<file path="config.mk">
export PLATFORM = sky130hd
export DESIGN_NAME = berger_link
export DESIGN_NICKNAME = d
export VERILOG_FILES = /design/src/rtl/berger_pkg.sv /design/src/rtl/berger_zero_count.sv /design/src/rtl/berger_encoder.sv /design/src/rtl/berger_checker.sv /design/src/rtl/berger_link.sv
export SDC_FILE = /design/constraint.sdc
export NUM_CORES = 1
export LEC_CHECK = 0
export ABC_AREA = 1
export BUFFER_PORTS_ARGS = -buffer_cell sky130_fd_sc_hd__buf_2
export CORE_ASPECT_RATIO = 0.9
export CORE_MARGIN = 3
export CORE_UTILIZATION = 48
export CTS_BUF_LIST = sky130_fd_sc_hd__clkbuf_8
export DETAILED_ROUTE_END_ITERATION = 10
export MAX_ROUTING_LAYER = met4
export PLACE_DENSITY = 0.8
export REMOVE_ABC_BUFFERS = 1
export SLEW_MARGIN = 20
export SYNTH_ARGS = -nofsm -noshare
export SYNTH_HDL_FRONTEND = slang
export SYNTH_HIERARCHICAL = 1
export SYNTH_SLANG_ARGS = --single-unit
</file>
<file path="constraint.sdc">
create_clock -name clk -period 4.2 [get_ports clk]
set_input_delay 1.05 -clock clk [delete_from_list [all_inputs] [get_ports clk]]
set_output_delay 1.05 -clock clk [all_outputs]
set_load 0.01 [all_outputs]
</file>
<file path="src/rtl/berger_pkg.sv">
package berger_pkg;
  function automatic int unsigned chk_width(input int unsigned k);
    return $clog2(k + 1);
  endfunction
endpackage

</file>
<file path="src/rtl/berger_zero_count.sv">
module berger_zero_count #(
  parameter int unsigned K     = 16,
  parameter int unsigned CHK_W = berger_pkg::chk_width(K)
) (
  input  logic [K-1:0]     bits_i,
  output logic [CHK_W-1:0] zeros_o
);
  logic [CHK_W-1:0] acc;

  always_comb begin
    acc = '0;
    for (int i = 0; i < K; i++) begin
      acc = acc + CHK_W'(!bits_i[i]);
    end
  end

  assign zeros_o = acc;

  always_comb begin
    if (bits_i == '1) assert (zeros_o == '0) else $error("p_ones_zero_r2");
  end
endmodule

</file>
<file path="src/rtl/berger_encoder.sv">
module berger_encoder #(
  parameter int unsigned K     = 16,
  parameter int unsigned CHK_W = berger_pkg::chk_width(K),
  localparam int unsigned CW   = K + CHK_W
) (
  input  logic          clk,
  input  logic          rst,
  input  logic          strobe_i,
  input  logic [K-1:0]  info_i,
  output logic          strobe_o,
  output logic [CW-1:0] word_o
);
  logic [CHK_W-1:0] zeros;

  berger_zero_count #(.K(K), .CHK_W(CHK_W)) u_cnt (
    .bits_i  (info_i),
    .zeros_o (zeros)
  );

  always_ff @(posedge clk) begin
    if (rst) begin
      strobe_o <= 1'b0;
      word_o   <= '0;
    end else begin
      strobe_o <= strobe_i;
      if (strobe_i) word_o <= {info_i, zeros};
    end
  end

  p_strobe_lat_r3: assert property (@(posedge clk) disable iff (rst)
    !$past(rst) |-> (strobe_o == $past(strobe_i)));
  p_hold_r4: assert property (@(posedge clk) disable iff (rst)
    (!$past(rst) && !$past(strobe_i)) |-> $stable(word_o));
  p_chk_range_r2: assert property (@(posedge clk) disable iff (rst)
    strobe_o |-> (word_o[CHK_W-1:0] <= CHK_W'(K)));
  p_data_pass_r1: assert property (@(posedge clk) disable iff (rst)
    (!$past(rst) && $past(strobe_i)) |-> (word_o[CW-1:CHK_W] == $past(info_i)));
endmodule

</file>
<file path="src/rtl/berger_checker.sv">
module berger_checker #(
  parameter int unsigned K     = 16,
  parameter int unsigned CHK_W = berger_pkg::chk_width(K),
  localparam int unsigned CW   = K + CHK_W
) (
  input  logic          clk,
  input  logic          rst,
  input  logic          strobe_i,
  input  logic [CW-1:0] word_i,
  output logic          strobe_o,
  output logic          ok_o,
  output logic [K-1:0]  info_o
);
  logic [K-1:0]     rx_info;
  logic [CHK_W-1:0] rx_chk;
  logic [CHK_W-1:0] recount;
  logic [CHK_W-1:0] chk_q;

  assign rx_info = word_i[CW-1:CHK_W];
  assign rx_chk  = word_i[CHK_W-1:0];

  berger_zero_count #(.K(K), .CHK_W(CHK_W)) u_cnt (
    .bits_i  (rx_info),
    .zeros_o (recount)
  );

  always_ff @(posedge clk) begin
    if (rst) begin
      strobe_o <= 1'b0;
      ok_o     <= 1'b0;
      info_o   <= '0;
      chk_q    <= '0;
    end else begin
      strobe_o <= strobe_i;
      if (strobe_i) begin
        ok_o   <= (rx_chk == recount);
        info_o <= rx_info;
        chk_q  <= rx_chk;
      end
    end
  end

  p_strobe_lat_r6: assert property (@(posedge clk) disable iff (rst)
    !$past(rst) |-> (strobe_o == $past(strobe_i)));
  p_hold_r11: assert property (@(posedge clk) disable iff (rst)
    (!$past(rst) && !$past(strobe_i)) |-> ($stable(ok_o) && $stable(info_o)));
  p_range_r8: assert property (@(posedge clk) disable iff (rst)
    ok_o |-> (chk_q <= CHK_W'(K)));
  p_ones_r5: assert property (@(posedge clk) disable iff (rst)
    (strobe_o && info_o == '1) |-> (ok_o == (chk_q == '0)));
endmodule

</file>
<file path="src/rtl/berger_link.sv">
module berger_link #(
  parameter int unsigned K     = 16,
  localparam int unsigned CHK_W = berger_pkg::chk_width(K),
  localparam int unsigned CW    = K + CHK_W
) (
  input  logic          clk,
  input  logic          rst,
  input  logic          enc_strobe_i,
  input  logic [K-1:0]  enc_info_i,
  output logic          enc_strobe_o,
  output logic [CW-1:0] enc_word_o,
  input  logic          chk_strobe_i,
  input  logic [CW-1:0] chk_word_i,
  output logic          chk_strobe_o,
  output logic          chk_ok_o,
  output logic [K-1:0]  chk_info_o
);
  berger_encoder #(.K(K), .CHK_W(CHK_W)) u_enc (
    .clk      (clk),
    .rst      (rst),
    .strobe_i (enc_strobe_i),
    .info_i   (enc_info_i),
    .strobe_o (enc_strobe_o),
    .word_o   (enc_word_o)
  );

  berger_checker #(.K(K), .CHK_W(CHK_W)) u_chk (
    .clk      (clk),
    .rst      (rst),
    .strobe_i (chk_strobe_i),
    .word_i   (chk_word_i),
    .strobe_o (chk_strobe_o),
    .ok_o     (chk_ok_o),
    .info_o   (chk_info_o)
  );

  p_reset_r9: assert property (@(posedge clk)
    $past(rst) |-> (!enc_strobe_o && !chk_strobe_o && !chk_ok_o));
endmodule

</file>
==> metrics <==
total CTS buffers 5; Setup CP Type input port to register; Post-CTS Hold Fix Bufs 0; synth unique cells 18; Buf/Inv on CP 6; Slew Viols, Final 0; Post-route DRC 0; P per Cell Area 471 nW/um2; complex-gate fraction of the synthesized area 5.67%; status complete, but fails checks; VDD IR max 0.000216 V; grt total ovfl 0; port bufs 80; cell taking the most area after synthesis dfxtp_1; worst skew pair latency 280 ps; global-route wire length before repair 8980 um; Initial Util 51.4%; RSZ-0062 raised after global routing true; Final setup viols 1; Slew headroom 53.9%; Worst-Margin Slew 691 ps; Final period util 102%; share of cells above drive strength 1 30.0%; Fin Clk Skew 0 ps; final core utilization 62.7%; uppermost layer routed met4; Power Total 1.47 mW; final net count 486; Vias/cell 4.45; minimum clock period 4270 ps; Max Buffers Root-to-Sink 2; cell family with most CP delay adder cells; Mapped Area 2560 um2; final worst-path setup slack -68.5 ps; Core ar. 4980 um2; CTS tree done; vias 2141; Fin. Hold Viols 0; crit end category register; worst hold margin 464 ps; failing checks setup timing; largest net degree at the start of global routing 44; r2r worst-path depth 2; YS warnings 6; commonest non-fill, non-tap cells in the layout nand2_1 (88), buf_2 (77), inv_1 (69), nor2_1 (49), dfxtp_1 (40); multiplexer area fraction after synthesis 0%; top post-synthesis cells by area dfxtp_1 (31%), fa_1 (16%), nand2_1 (13%); post-route cell area 3120 um2; routed metal-1 wire length 2320 um; WL met3 306 um; DRT iter0 DRCs 89; drt pass-1 iters 4; Max Cap Viol 0; initial antenna violation count 0; Routed WL 5310 um; row count 24; Final ANT Viol Nets 0; boundary pin count 81; CP Launch Type input port; Routed wire per std cell 11.0 um; Worst-path clk slew 80 ps; Worst Path Required 4420 ps; #FFs+latches synth 40; Critical Path Max Stage Delay 520 ps; Tot GR Track Use 18.4%; Avg Inst Size Synth 7.66 um2; Hold/Removal Path Class register to register; die footprint 6250 um2; DR WL met2 2620 um; CP Cell Sequence buf_6 > inv_2 > fa_1 > inv_1 > fa_1 > fa_1 > inv_1 > fa_1 > ha_2 > inv_2 > fa_2 > inv_1 > nand2_2 > nand2_4 > nor2_2 > nand3_1 > a21oi_2; Layout area overhead 22.0%; main combinational cell family by area after synthesis simple AND/OR/NAND/NOR gates; Simple-Gate Fraction of Synth Area 26.2%; hold path depth 2; Lkg Pwr 1.81 nW; Synth Instances 334; commonest non-fill, non-tap cell in the layout nand2_1; die height 75.3 um; Die Width 83.0 um; Post-DP Area 2970 um2; worst-path fanout max 2; Yosys top cell area share 31.3%; Levels on crit path 17; H-tree levels 2; antenna cells 0; vias in the first global route 1980; most used cell along the critical path fa_1; gpl congestion 0.804; Detail Placement HPWL 4130 um; Slowest-stage cell, CP fa_1; Post-Synth Adder-Cell Area 20.5%; CTS Sinks 40; sequential area share after synthesis 31.3%; Post-Synth XOR/XNOR Area 0.684%; fmax 234 MHz; CTS Root Cell clkbuf_8; Arr. time, crit path 4490 ps
[logic make-up (layout without fill, tap and decap cells)]
group / Yosys count / after routing
fa+ha+maj: 30 / 30
flops: 40 / 40
simple gates: 156 / 156
xor+xnor: 2 / 2
compound gates: 21 / 21
buf+inv: 85 / 167
[per-stage QoR]
| step | setup TNS, ps | setup slack, ps | instances |
|---|---|---|---|
| 2_1_floorplan | -182 | -182 | 322 |
| 3_3_place_gp | -845 | -349 | 473 |
| 3_5_place_dp | -1120 | -462 | 473 |
| 4_1_cts | -77.9 | -77.9 | 481 |
| 5_1_grt | -196 | -175 | 481 |
| 6_report | -68.5 | -68.5 | 481 |
[power breakdown]
| part | internal (mW) | total [mW] | leakage [nW] | switching (mW) |
|---|---|---|---|---|
| Sequential | 0.413 | 0.430 | 0.331 | 0.0173 |
| Combinational | 0.315 | 0.726 | 1.42 | 0.411 |
| Clock | 0.176 | 0.314 | 0.0541 | 0.138 |
| Total | 0.904 | 1.47 | 1.81 | 0.566 |
[worst paths after layout]
kind                                                     from                       endpoint  slack, ps
worst max-delay path                            chk_word_i[9]        u_chk/ok_o$_SDFFE_PP0P_        -70
worst min-delay path            u_chk/info_o[15]$_SDFFE_PP0P_  u_chk/info_o[15]$_SDFFE_PP0P_        460
worst max register to register  u_chk/info_o[11]$_SDFFE_PP0P_  u_chk/info_o[11]$_SDFFE_PP0P_       3580
worst min register to register  u_chk/info_o[15]$_SDFFE_PP0P_  u_chk/info_o[15]$_SDFFE_PP0P_        460
[synth_stat cells]
library cell,n
nand2_1,89
inv_1,72
nor2_1,49
dfxtp_1,40
fa_1,20
a21oi_2,10
ha_1,10
nand2_4,10
a21oi_1,9
nand3_1,7
buf_6,6
buf_2,3
buf_4,2
o22ai_1,2
xnor2_1,2
buf_12,1
inv_8,1
nor2_2,1
[cell type report]
type | count | area, um2
clock buffer | 5 | 68.8
clock inverter | 3 | 42.5
fill | 482 | 1860
inverter | 73 | 282
multi-input combinational | 209 | 1380
sequential | 40 | 801
tap | 65 | 81.3
timing repair buffer | 86 | 464
[timing repair]
item / 4_1_cts / 5_1_grt
buffers inserted: 0 / 0
endpoints found under the setup margin: 1 / 3
pin swaps: 1 / 1
resized for setup: 2 / 10
[per-layer routing]
layer  global-route usage (%)  vias up
met5                        -        -
met4                     6.35        0
met3                     4.81        7
met2                     30.6       57
met1                     22.0      953
li1                         -     1124
[registers in the layout, summed over array words and instances, names as in the netlist]
name	cells
u_chk/ok_o	1
u_chk/info_o	16
u_chk/strobe_o	1
u_enc/strobe_o	1
u_enc/word_o	21
[worst register-to-register path, stage by stage (launching register included)]
cell and delay, ps:
dfxtp_1 390, nand2_4 60, a21oi_2 100
Note: power is estimated with default switching activity, not from simulation.
